### src/rtl/i2ct_pkg.sv
package i2ct_pkg;

    localparam int FLD_W = 8;
    localparam int CNT_W = FLD_W + 1;

    typedef enum logic [1:0] {
        CMD_START   = 2'd0,
        CMD_BIT     = 2'd1,
        CMD_STOP    = 2'd2,
        CMD_RESTART = 2'd3
    } cmd_e;

    typedef enum logic [2:0] {
        ST_IDLE,
        ST_SSU,
        ST_SHD,
        ST_LOW,
        ST_REL,
        ST_HIGH,
        ST_PSU,
        ST_RHI
    } phase_e;

    typedef struct packed {
        logic [FLD_W-1:0] sta_su;
        logic [FLD_W-1:0] sta_hd;
        logic [FLD_W-1:0] sto_su;
        logic [FLD_W-1:0] dat_su;
        logic [FLD_W-1:0] scl_lo;
        logic [FLD_W-1:0] scl_hi;
        logic [FLD_W-1:0] div;
        logic [FLD_W-1:0] rel;
    } timing_t;

    // Length of the low phase in intervals: the larger of the low count and
    // the hold-plus-setup window around the SDA change.
    function automatic logic [CNT_W-1:0] low_end(input timing_t t,
                                                 input logic [FLD_W-1:0] hold);
        logic [CNT_W-1:0] win;
        win = {1'b0, hold} + {1'b0, t.dat_su};
        return (win > {1'b0, t.scl_lo}) ? win : {1'b0, t.scl_lo};
    endfunction

endpackage

### src/rtl/i2ct_prescaler.sv
module i2ct_prescaler #(
    parameter int DIV_W = 8,
    parameter int CNT_W = 9
) (
    input  logic             clk,
    input  logic             rst,
    input  logic             restart,
    input  logic             run,
    input  logic [DIV_W-1:0] div,
    output logic             tick,
    output logic [CNT_W-1:0] cnt
);
    logic [DIV_W-1:0] pre_q;
    logic [CNT_W-1:0] cnt_q;

    assign tick = run && (pre_q == div);
    assign cnt  = cnt_q;

    always_ff @(posedge clk) begin
        if (rst || restart) begin
            pre_q <= '0;
            cnt_q <= '0;
        end else if (run) begin
            if (pre_q == div) begin
                pre_q <= '0;
                cnt_q <= cnt_q + 1'b1;
            end else begin
                pre_q <= pre_q + 1'b1;
            end
        end
    end

    // every tick outside a phase load moves the interval count by one
    p_cnt_step_r2: assert property (@(posedge clk) disable iff (rst)
        (tick && !restart) |=> (cnt_q == $past(cnt_q) + 1'b1));

    // with the counter stopped the interval count holds
    p_cnt_frozen_r6: assert property (@(posedge clk) disable iff (rst)
        (!run && !restart) |=> $stable(cnt_q));

endmodule

### src/rtl/i2ct_filter.sv
module i2ct_filter #(
    parameter int SEL_W = 3
) (
    input  logic             clk,
    input  logic             rst,
    input  logic             din,
    input  logic [SEL_W-1:0] sel,
    output logic             dout
);
    localparam int HIST_N = 1 << SEL_W;

    logic [1:0]        sync_q;
    logic [HIST_N-1:0] hist_q;
    logic              dout_q;
    logic              agree;

    always_comb begin
        agree = 1'b1;
        for (int i = 0; i < HIST_N; i++) begin
            if ((i <= int'(sel)) && (hist_q[i] != hist_q[0])) agree = 1'b0;
        end
    end

    always_ff @(posedge clk) begin
        if (rst) begin
            sync_q <= '1;
            hist_q <= '1;
            dout_q <= 1'b1;
        end else begin
            sync_q <= {sync_q[0], din};
            hist_q <= {hist_q[HIST_N-2:0], sync_q[1]};
            if (agree) dout_q <= hist_q[0];
        end
    end

    assign dout = dout_q;

    // a new filtered level always equals the newest agreed sample
    p_filter_source_r7: assert property (@(posedge clk) disable iff (rst)
        !$stable(dout_q) |-> (dout_q == $past(hist_q[0])));

endmodule

### src/rtl/i2c_scl_timer.sv
module i2c_scl_timer
    import i2ct_pkg::*;
#(
    parameter int FLT_W = 3
) (
    input  logic             clk,
    input  logic             rst,
    input  logic             hs_mode,
    input  logic [31:0]      fs_word1,
    input  logic [31:0]      fs_word2,
    input  logic [31:0]      fs_word3,
    input  logic [31:0]      hs_word1,
    input  logic [31:0]      hs_word2,
    input  logic [31:0]      hs_word3,
    input  logic [31:0]      hold_word,
    input  logic [FLT_W-1:0] filter_cycles,
    input  logic [1:0]       cmd,
    input  logic             cmd_bit,
    input  logic             cmd_go,
    input  logic             scl_in,
    input  logic             sda_in,
    output logic             scl_drive_low,
    output logic             sda_drive_low,
    output logic             drive_strobe,
    output logic             sample_strobe,
    output logic             sample_bit,
    output logic             busy,
    output logic             stretching
);
    localparam int LINES = 2;

    // ---------------- timing set selection ----------------
    logic [31:0]      w1, w2, w3;
    timing_t          tm;
    logic [FLD_W-1:0] hold;
    logic [CNT_W-1:0] lo_end;
    logic             unused_bits;

    always_comb begin
        w1        = hs_mode ? hs_word1 : fs_word1;
        w2        = hs_mode ? hs_word2 : fs_word2;
        w3        = hs_mode ? hs_word3 : fs_word3;
        tm.sta_su = w1[31:24];
        tm.sta_hd = w1[23:16];
        tm.sto_su = w1[15:8];
        tm.dat_su = w2[31:24];
        tm.scl_lo = w2[15:8];
        tm.scl_hi = w2[7:0];
        tm.div    = w3[23:16];
        tm.rel    = w3[7:0];
    end
    assign hold        = hold_word[7:0];
    assign lo_end      = low_end(tm, hold);
    assign unused_bits = ^{w1[7:0], w2[23:16], w3[31:24], w3[15:8], hold_word[31:8]};

    // ---------------- bus input filters ----------------
    logic [LINES-1:0] pad_in, pad_flt;
    logic             filt_scl, filt_sda;
    assign pad_in = {sda_in, scl_in};

    for (genvar g = 0; g < LINES; g++) begin : g_flt
        i2ct_filter #(.SEL_W(FLT_W)) u_flt (
            .clk  (clk),
            .rst  (rst),
            .din  (pad_in[g]),
            .sel  (filter_cycles),
            .dout (pad_flt[g])
        );
    end
    assign filt_scl = pad_flt[0];
    assign filt_sda = pad_flt[1];

    // ---------------- prescaler ----------------
    phase_e           state_q, state_n;
    logic             load, run, tick;
    logic [CNT_W-1:0] cnt;

    assign run = (state_q != ST_IDLE) && (state_q != ST_REL);

    i2ct_prescaler #(.DIV_W(FLD_W), .CNT_W(CNT_W)) u_pre (
        .clk     (clk),
        .rst     (rst),
        .restart (load),
        .run     (run),
        .div     (tm.div),
        .tick    (tick),
        .cnt     (cnt)
    );

    function automatic logic at_cnt(input logic t, input logic [CNT_W-1:0] c,
                                    input logic [CNT_W-1:0] n);
        return t && (c == n);
    endfunction

    // ---------------- phase sequencer ----------------
    cmd_e op_q, op_n;
    logic bit_q, bit_n;
    logic scl_low_q, scl_low_n, sda_low_q, sda_low_n;
    logic drv_n, smp_n, smp_bit_q, smp_bit_n;
    logic drv_q, smp_q;

    always_comb begin
        state_n   = state_q;
        op_n      = op_q;
        bit_n     = bit_q;
        scl_low_n = scl_low_q;
        sda_low_n = sda_low_q;
        smp_bit_n = smp_bit_q;
        drv_n     = 1'b0;
        smp_n     = 1'b0;
        load      = 1'b0;
        unique case (state_q)
            ST_IDLE: if (cmd_go) begin
                op_n  = cmd_e'(cmd);
                bit_n = cmd_bit;
                load  = 1'b1;
                if (cmd_e'(cmd) == CMD_START) begin
                    state_n   = ST_SSU;
                    scl_low_n = 1'b0;
                    sda_low_n = 1'b0;
                end else begin
                    state_n   = ST_LOW;
                    scl_low_n = 1'b1;
                end
            end
            ST_SSU: if (at_cnt(tick, cnt, {1'b0, tm.sta_su})) begin
                sda_low_n = 1'b1;
                state_n   = ST_SHD;
                load      = 1'b1;
            end
            ST_SHD: if (at_cnt(tick, cnt, {1'b0, tm.sta_hd})) begin
                scl_low_n = 1'b1;
                state_n   = ST_IDLE;
            end
            ST_LOW: begin
                if (at_cnt(tick, cnt, {1'b0, hold})) begin
                    sda_low_n = (op_q == CMD_BIT) ? !bit_q : (op_q == CMD_STOP);
                    drv_n     = 1'b1;
                end
                if (at_cnt(tick, cnt, lo_end)) begin
                    scl_low_n = 1'b0;
                    state_n   = ST_REL;
                end
            end
            ST_REL: if (filt_scl) begin
                load = 1'b1;
                unique case (op_q)
                    CMD_BIT: begin
                        state_n   = ST_HIGH;
                        smp_n     = 1'b1;
                        smp_bit_n = filt_sda;
                    end
                    CMD_STOP: state_n = ST_PSU;
                    default:  state_n = ST_RHI;
                endcase
            end
            ST_HIGH: if (at_cnt(tick, cnt, {1'b0, tm.scl_hi})) begin
                scl_low_n = 1'b1;
                state_n   = ST_IDLE;
            end
            ST_PSU: if (at_cnt(tick, cnt, {1'b0, tm.sto_su})) begin
                sda_low_n = 1'b0;
                state_n   = ST_IDLE;
            end
            ST_RHI: if (at_cnt(tick, cnt, {1'b0, tm.rel})) begin
                sda_low_n = 1'b1;
                state_n   = ST_SHD;
                load      = 1'b1;
            end
            default: state_n = ST_IDLE;
        endcase
    end

    always_ff @(posedge clk) begin
        if (rst) begin
            state_q   <= ST_IDLE;
            op_q      <= CMD_START;
            bit_q     <= 1'b0;
            scl_low_q <= 1'b0;
            sda_low_q <= 1'b0;
            drv_q     <= 1'b0;
            smp_q     <= 1'b0;
            smp_bit_q <= 1'b0;
        end else begin
            state_q   <= state_n;
            op_q      <= op_n;
            bit_q     <= bit_n;
            scl_low_q <= scl_low_n;
            sda_low_q <= sda_low_n;
            drv_q     <= drv_n;
            smp_q     <= smp_n;
            smp_bit_q <= smp_bit_n;
        end
    end

    assign scl_drive_low = scl_low_q;
    assign sda_drive_low = sda_low_q;
    assign drive_strobe  = drv_q;
    assign sample_strobe = smp_q;
    assign sample_bit    = smp_bit_q;
    assign busy          = (state_q != ST_IDLE);
    assign stretching    = (state_q == ST_REL);

    // SDA only moves on a strobe issued from the low phase
    p_drive_in_low_r4: assert property (@(posedge clk) disable iff (rst)
        drive_strobe |-> ($past(state_q) == ST_LOW));

    // a sample is taken only as the released clock is seen high
    p_sample_src_r5: assert property (@(posedge clk) disable iff (rst)
        sample_strobe |-> (($past(state_q) == ST_REL) && $past(filt_scl)));

    // data is stable for the whole high period
    p_sda_still_high_r5: assert property (@(posedge clk) disable iff (rst)
        ((state_q == ST_HIGH) && ($past(state_q) == ST_HIGH)) |-> $stable(sda_low_q));

    // the clock stays released and the wait persists while the line reads low
    p_rel_released_r6: assert property (@(posedge clk) disable iff (rst)
        (state_q == ST_REL) |-> !scl_low_q);
    p_wait_holds_r6: assert property (@(posedge clk) disable iff (rst)
        ((state_q == ST_REL) && !filt_scl) |=> (state_q == ST_REL));

    // a command offered while busy does not replace the running one
    p_busy_ignores_r11: assert property (@(posedge clk) disable iff (rst)
        (busy && cmd_go) |=> (op_q == $past(op_q)));

endmodule

### config.mk
export PLATFORM = sky130hd
export DESIGN_NAME = i2c_scl_timer
export DESIGN_NICKNAME = d
export VERILOG_FILES = /design/src/rtl/i2ct_pkg.sv /design/src/rtl/i2ct_prescaler.sv /design/src/rtl/i2ct_filter.sv /design/src/rtl/i2c_scl_timer.sv
export SDC_FILE = /design/constraint.sdc
export NUM_CORES = 1
export LEC_CHECK = 0
export BUFFER_PORTS_ARGS = -buffer_cell sky130_fd_sc_hd__buf_2
export CAP_MARGIN = 20
export CORE_UTILIZATION = 41
export DETAILED_ROUTE_END_ITERATION = 10
export PLACE_DENSITY = 0.86
export SKIP_CTS_REPAIR_TIMING = 1
export SLEW_MARGIN = 20
export SYNTH_ARGS = -nofsm -noshare
export SYNTH_HDL_FRONTEND = slang
export SYNTH_SLANG_ARGS = --single-unit
### constraint.sdc
create_clock -name clk -period 6.6 [get_ports clk]
set_clock_uncertainty 0.1 [all_clocks]
set_input_delay 1.98 -clock clk [delete_from_list [all_inputs] [get_ports clk]]
set_output_delay 1.98 -clock clk [all_outputs]
set_load 0.01 [all_outputs]
==> flow_metrics.tcl, run 1 <==
set metrics [dict create \
    rsz0062_at_grt "no" \
    core_area_mm2 0.0104 \
    clk_latency_ns 0.31 \
    p_leak_nw 2.37 \
    synth_nets 787 \
    clockPowerShare_pct 22.3 \
    period_share_pct 90.7 \
    critPathRequiredTime_ns 6.74 \
    cts_max_path_buffers 2 \
    hold_viol_final 0 \
    synth_area_leaders "dfxtp_1, mux2i_1, xnor2_1, ha_1, xor2_1" \
    synthFlopType "dfxtp_1" \
    multi_input_area_mm2 0.00326 \
    seq_area_mm2 0.00100 \
    dieHeight_um 106 \
    cpMaxStageDelayCell "a2111o_1" \
    synth_edf_count 0 \
    synth_top_cells_by_count "mux2i_1, xnor2_1, dfxtp_1, nor2_1, nand2_1" \
    ys_types 57 \
    yosysMostFrequentCell "mux2i_1" \
    grt_pass1_wl_um 18700 \
    cp_top_family "compound AO/OA/AOI/OAI gates" \
    grt_max_degree 39 \
    fin_cells 805 \
    ys_ff_latch 50 \
    std_cell_rows 37 \
    synthCells 532 \
    vdd_drop_max_uv 154 \
    n_antenna_cell 0 \
    overflow 0 \
    ant_nets 0 \
    syn_area_mm2 0.00443 \
    wl_um 11800 \
    hp-class "reg2reg" \
    grt.total_usage_pct 20.8 \
    drtPass1Iterations 4 \
    drive_gt1_share_pct 30.6 \
    pwr-share-comb_pct 42.3 \
    seqPwrFrac_pct 35.4 \
    cts_sinks 50 \
    globalplace.congestion 0.928 \
    cts_tree "done" \
    layout.nets 923 \
    synth_area_per_cell_um2 8.32 \
    hpwl_um 9300 \
    critPathCaptureType "register" \
    first_iter_violations 270 \
    final.min_clock_period_ns 5.99 \
    synthArstFlopShare_pct 0 \
    antenna_found_initial 0 \
    cpPeakStageDelay_ns 0.42 \
    ys.warnings.count 0 \
    die-width_um 106 \
    areaGrowthSynthToFinish_pct 21.7 \
    vias_per_cell 5.36 \
    tns_ns 0 \
    power_density_mw_per_mm2 181 \
    dpl_worst_slack_ns 0.292 \
    grt_pass1_vias 4070 \
    timing.slew.headroom_pct 49.6 \
    swShare_pct 36.4 \
    outcome "completed" \
    vias 4317 \
    arrival_ns 6.12 \
    wl_met1_um 4670 \
    ctsHtreeMaxLevel 2 \
    routed.top_layer "met4" \
    cp-start-kind "primary input" \
    cts.root.buffer_cell "clkbuf_8" \
    numCtsBuffers 5 \
    crit_buf_inv 2 \
    cap_viol_max_count 0 \
    wl_per_cell_um 14.6 \
    worstMarginPinSlew_ns 0.755 \
    fmax_mhz 167 \
    cp_max_fo 13 \
    synth.top_cell.area_share_pct 22.6 \
    drc 0 \
    synth_top_cell_by_area "dfxtp_1" \
    wl_met2_um 5710 \
    port_buffers 154 \
    power_switching_w 0.000355 \
    seq_area_frac_synth_pct 22.6 \
    clk_pin_slew_ns 0.09 \
    initial_utilization_pct 42.5 \
    met3_length_um 892 \
    nFillCells 1000 \
    worstSetupPathType "in2reg" \
    dieArea_mm2 0.0112 \
    ioPinCount 243 \
    timing.final.ws_setup_ns 0.615 \
    worstPathCellList "buf_4, buf_4, mux2_2, ha_1, a211oi_1, o21bai_1, a21oi_1, xnor2_1, ha_1, a22oi_1, o211ai_1, o221ai_2, o21ai_0, mux2i_1, xor2_1, a2111o_1, o21a_1, a211oi_2" \
    drv_slew 0 \
    setup_viol 0 \
    p_int_w 0.000621 \
    placedCellCount 797 \
]
-- state kept, by name (all words and copies together), names as in the netlist --
register            cells
g_flt.u_flt.dout        2
u_pre.pre_q             8
op_q                    2
u_pre.cnt               9
scl_drive_low           1
g_flt.u_flt.sync_q      4
sda_drive_low           1
sample_bit              1
bit_q                   1
drive_strobe            1
sample_strobe           1
state_q                 3
g_flt.u_flt.hist_q     16
-- metal layers --
| layer | up-vias | track usage, % |
|---|---|---|
| met3 | 25 | 4.90 |
| met1 | 1956 | 23.1 |
| met5 | - | 0 |
| li1 | 2168 | - |
| met4 | 0 | 9.62 |
| met2 | 168 | 37.3 |
-- power by group through the flow --
stage | logic, W | registers (W) | clock network (W)
2_1_floorplan | 0.000310 | 0.000341 | 0
3_3_place_gp | 0.000402 | 0.000351 | 0
3_5_place_dp | 0.000409 | 0.000352 | 0
4_1_cts | 0.000412 | 0.000345 | 0.000218
5_1_grt | 0.000458 | 0.000349 | 0.000231
6_report | 0.000413 | 0.000345 | 0.000217
-- worst paths after layout --
kind | from | to | slack [ns] | cells past startpoint
worst max-delay path | hs_mode | state_q[2] | 0.61 | 18
worst min-delay path | g_flt[0].u_flt.sync_q[0] | g_flt[0].u_flt.sync_q[1] | 0.32 | 1
worst max register to register | u_pre.cnt[4] | state_q[2] | 3.59 | 8
worst min register to register | g_flt[0].u_flt.sync_q[0] | g_flt[0].u_flt.sync_q[1] | 0.32 | 1
-- through the flow --
| stage | utilization [%] | total power [W] | hold WS [ns] | instance area (um^2) |
|---|---|---|---|---|
| final | 51.7 | 0.000976 | 0.315 | 5390 |
| after global routing | 51.7 | 0.00104 | 0.328 | 5390 |
| after CTS | 51.7 | 0.000975 | 0.315 | 5390 |
| after detailed placement | 50.7 | 0.000761 | 0.294 | 5280 |
| after global placement | 50.7 | 0.000753 | 0.291 | 5280 |
| after floorplan | - | 0.000651 | 0.289 | 4440 |
-- worst register-to-register path, delay by kind of cell, from the launching register on --
family          cells  cell delay (ns)
flops               1             0.82
simple gates        3             0.84
xor+xnor            1             0.16
compound gates      4             1.02
-- final cells by class --
class | count | share of cell area, %
multi-input cells | 442 | 60.5
flip-flops and latches | 50 | 18.6
repair buffers | 159 | 15.0
well taps | 136 | 3.16
clock buffers | 5 | 1.28
clock inverters | 3 | 0.743
inverters | 10 | 0.696
-- logic make-up after synthesis --
kind of cell,Yosys count,synth area share [%]
AO/OA/AOI/OAI,90,13.3
XOR/XNOR,84,16.9
adder cells (fa/ha/maj),19,5.54
buffers and inverters,40,3.87
flip-flops,50,22.6
multiplexers,75,17.2
AND/OR/NAND/NOR,174,20.6
-- placed cells by master (no fill, tap or decap), types with 11 or more instances in the layout --
cell,netlist,final
ha_1,18,18
mux2i_1,66,66
nor3_1,11,11
nand2_1,33,33
a21oi_1,23,23
or2_2,23,23
xor2_1,23,23
buf_2,5,153
nand4_1,12,12
dfxtp_1,50,50
o21ai_0,19,19
xnor2_1,60,60
nor2_1,50,50
No activity file was read; power rests on OpenSTA's default activity.
==> inputs of run 2 (changes only) <==
==> constraint.sdc (replaced) <==
create_clock -name clk -period 6.6 [get_ports clk]
set_clock_uncertainty 0.1 [all_clocks]
set_input_delay 0.33 -clock clk [delete_from_list [all_inputs] [get_ports clk]]
set_output_delay 0.33 -clock clk [all_outputs]
set_load 0.01 [all_outputs]
==> flow_metrics.tcl, run 2 (synthesis gave the netlist of run 1 again) <==
set metrics [dict create \
    nFillCells 1003 \
    final_common_cell "buf_2" \
    wl_um 11900 \
    arrival_ns 5.06 \
    hpwl_um 9340 \
    endpoint "state_q[2]" \
    grt_use_met1_pct 22.5 \
    hold_viol_final 0 \
    dieHeight_um 106 \
    final.min_clock_period_ns 4.92 \
    ctsHtreeMaxLevel 2 \
    overflow 0 \
    ff2ff_path_depth 7 \
    cts_tree "done" \
    numCtsBuffers 5 \
    use_met2_pct 41.0 \
    rr_startpoint "u_pre.cnt[3]" \
    areaGrowthSynthToFinish_pct 21.1 \
    clk_latency_ns 0.31 \
    core_area_mm2 0.0104 \
    die-width_um 106 \
    drive_gt1_share_pct 30.2 \
    r2r_slack_ns 3.42 \
    largest_register_ffs 16 \
    cts_max_path_buffers 2 \
    first_iter_violations 215 \
    clk_pin_slew_ns 0.10 \
    port_buffers 154 \
    cp_max_fo 44 \
    post-route-util_pct 51.5 \
    layout_common_cells "buf_2, mux2i_1, xnor2_1" \
    fmax_mhz 203 \
    power_density_mw_per_mm2 180 \
    layout.nets 920 \
    ioPinCount 243 \
    top_usage_layer "met2" \
    tns_ns 0 \
    drc 0 \
    vias_per_cell 5.37 \
    std_cell_rows 37 \
    outcome "completed" \
    ant_nets 0 \
    grt.total_usage_pct 20.8 \
    period_share_pct 74.6 \
    crit_path_start "hs_mode" \
    use_met3_pct 3.80 \
    grt_max_degree 45 \
    p_leak_nw 2.35 \
    initial_utilization_pct 42.5 \
    rsz0062_at_grt "no" \
    regMostFlops "g_flt.u_flt.hist_q" \
    drtPass1Iterations 4 \
    wl_per_cell_um 14.8 \
    vias 4308 \
    antenna_found_initial 0 \
    worstSetupPathType "in2reg" \
    hold_start "scl_in" \
    dieArea_mm2 0.0112 \
    critPathCaptureType "register" \
    drv_slew 0 \
    cap_viol_max_count 0 \
    grt_pass1_wl_um 18700 \
    timing.slew.headroom_pct 45.0 \
    critPathRequiredTime_ns 6.74 \
    cts.root.buffer_cell "clkbuf_8" \
    cts_sinks 50 \
    r2r_end "state_q[2]" \
    worstMarginPinSlew_ns 0.822 \
    setup_viol 0 \
    cp-start-kind "primary input" \
    vdd_drop_max_uv 123 \
    globalplace.congestion 0.895 \
    grt_pass1_vias 4084 \
    hp-class "in2reg" \
    n_antenna_cell 0 \
]
run 2: cell count changes in the layout (fill, tap and decap cells not counted):
| cell | change |
|---|---|
| o221ai_1 | +1 |
| bufinv_16 | -1 |
| clkbuf_8 | +3 |
| buf_4 | -3 |
| o221ai_2 | -1 |
| clkinv_2 | -2 |
run 2: layout make-up:
cell class | instances | area (um^2) | share of cell area, %
multi-input combinational | 442 | 3260 | 60.7
sequential | 50 | 1000 | 18.7
timing repair buffer | 156 | 788 | 14.7
tap | 136 | 170 | 3.17
clock buffer | 8 | 110 | 2.05
inverter | 10 | 37.5 | 0.700
run 2: metal layers:
| layer | wire length [um] | share of wire [%] | vias up |
|---|---|---|---|
| met4 | 172 | 1.4 | 0 |
| met3 | 724 | 6.1 | 17 |
| met1 | 4790 | 40 | 1977 |
| met5 | 0 | 0 | - |
| met2 | 6170 | 52 | 153 |
| li1 | - | - | 2161 |
run 2: how the worst min path moves through the flow:
| stage | end | cells after the start |
|---|---|---|
| after floorplan | g_flt[0].u_flt.hist_q[0] | 1 |
| after global placement | g_flt[1].u_flt.sync_q[1] | 1 |
| after detailed placement | g_flt[0].u_flt.sync_q[1] | 1 |
| after CTS | g_flt[0].u_flt.sync_q[0] | 2 |
| after global routing | g_flt[0].u_flt.sync_q[0] | 2 |
| final | g_flt[0].u_flt.sync_q[0] | 2 |
run 2: worst max-delay path, stage by stage:
cell and delay, ns:
buf_4 0.29, buf_4 0.62, mux2_2 0.41, ha_1 0.33, or2_2 0.31, a21oi_1 0.19, a31oi_1 0.07, xor2_1 0.18
ha_1 0.24, nor3_1 0.14, o211ai_1 0.11, o221ai_1 0.35, o21ai_0 0.27, mux2i_1 0.19, xor2_1 0.17, a2111o_1 0.44
o21a_1 0.22, a211oi_2 0.18
run 2: per-stage QoR:
step | total power (W) | hold WS, ns | area (um^2) | setup WS [ns] | instances
global route | 0.00103 | 0.0920 | 5360 | 1.37 | 802
floorplan | 0.000648 | 0.289 | 4430 | 1.43 | 532
finish | 0.000964 | 0.106 | 5360 | 1.68 | 802
CTS | 0.000966 | 0.102 | 5360 | 1.75 | 802
detailed placement | 0.000758 | 0.294 | 5250 | 1.45 | 794
global placement | 0.000750 | 0.291 | 5250 | 1.47 | 794
run 2: where the power goes:
part / internal, W / switching (W) / leakage [nW] / total [W]
sequential: 0.000319 / 0.0000258 / 0.406 / 0.000345
clock: 0.000106 / 0.000101 / 0.0575 / 0.000207
combinational: 0.000188 / 0.000223 / 1.89 / 0.000411
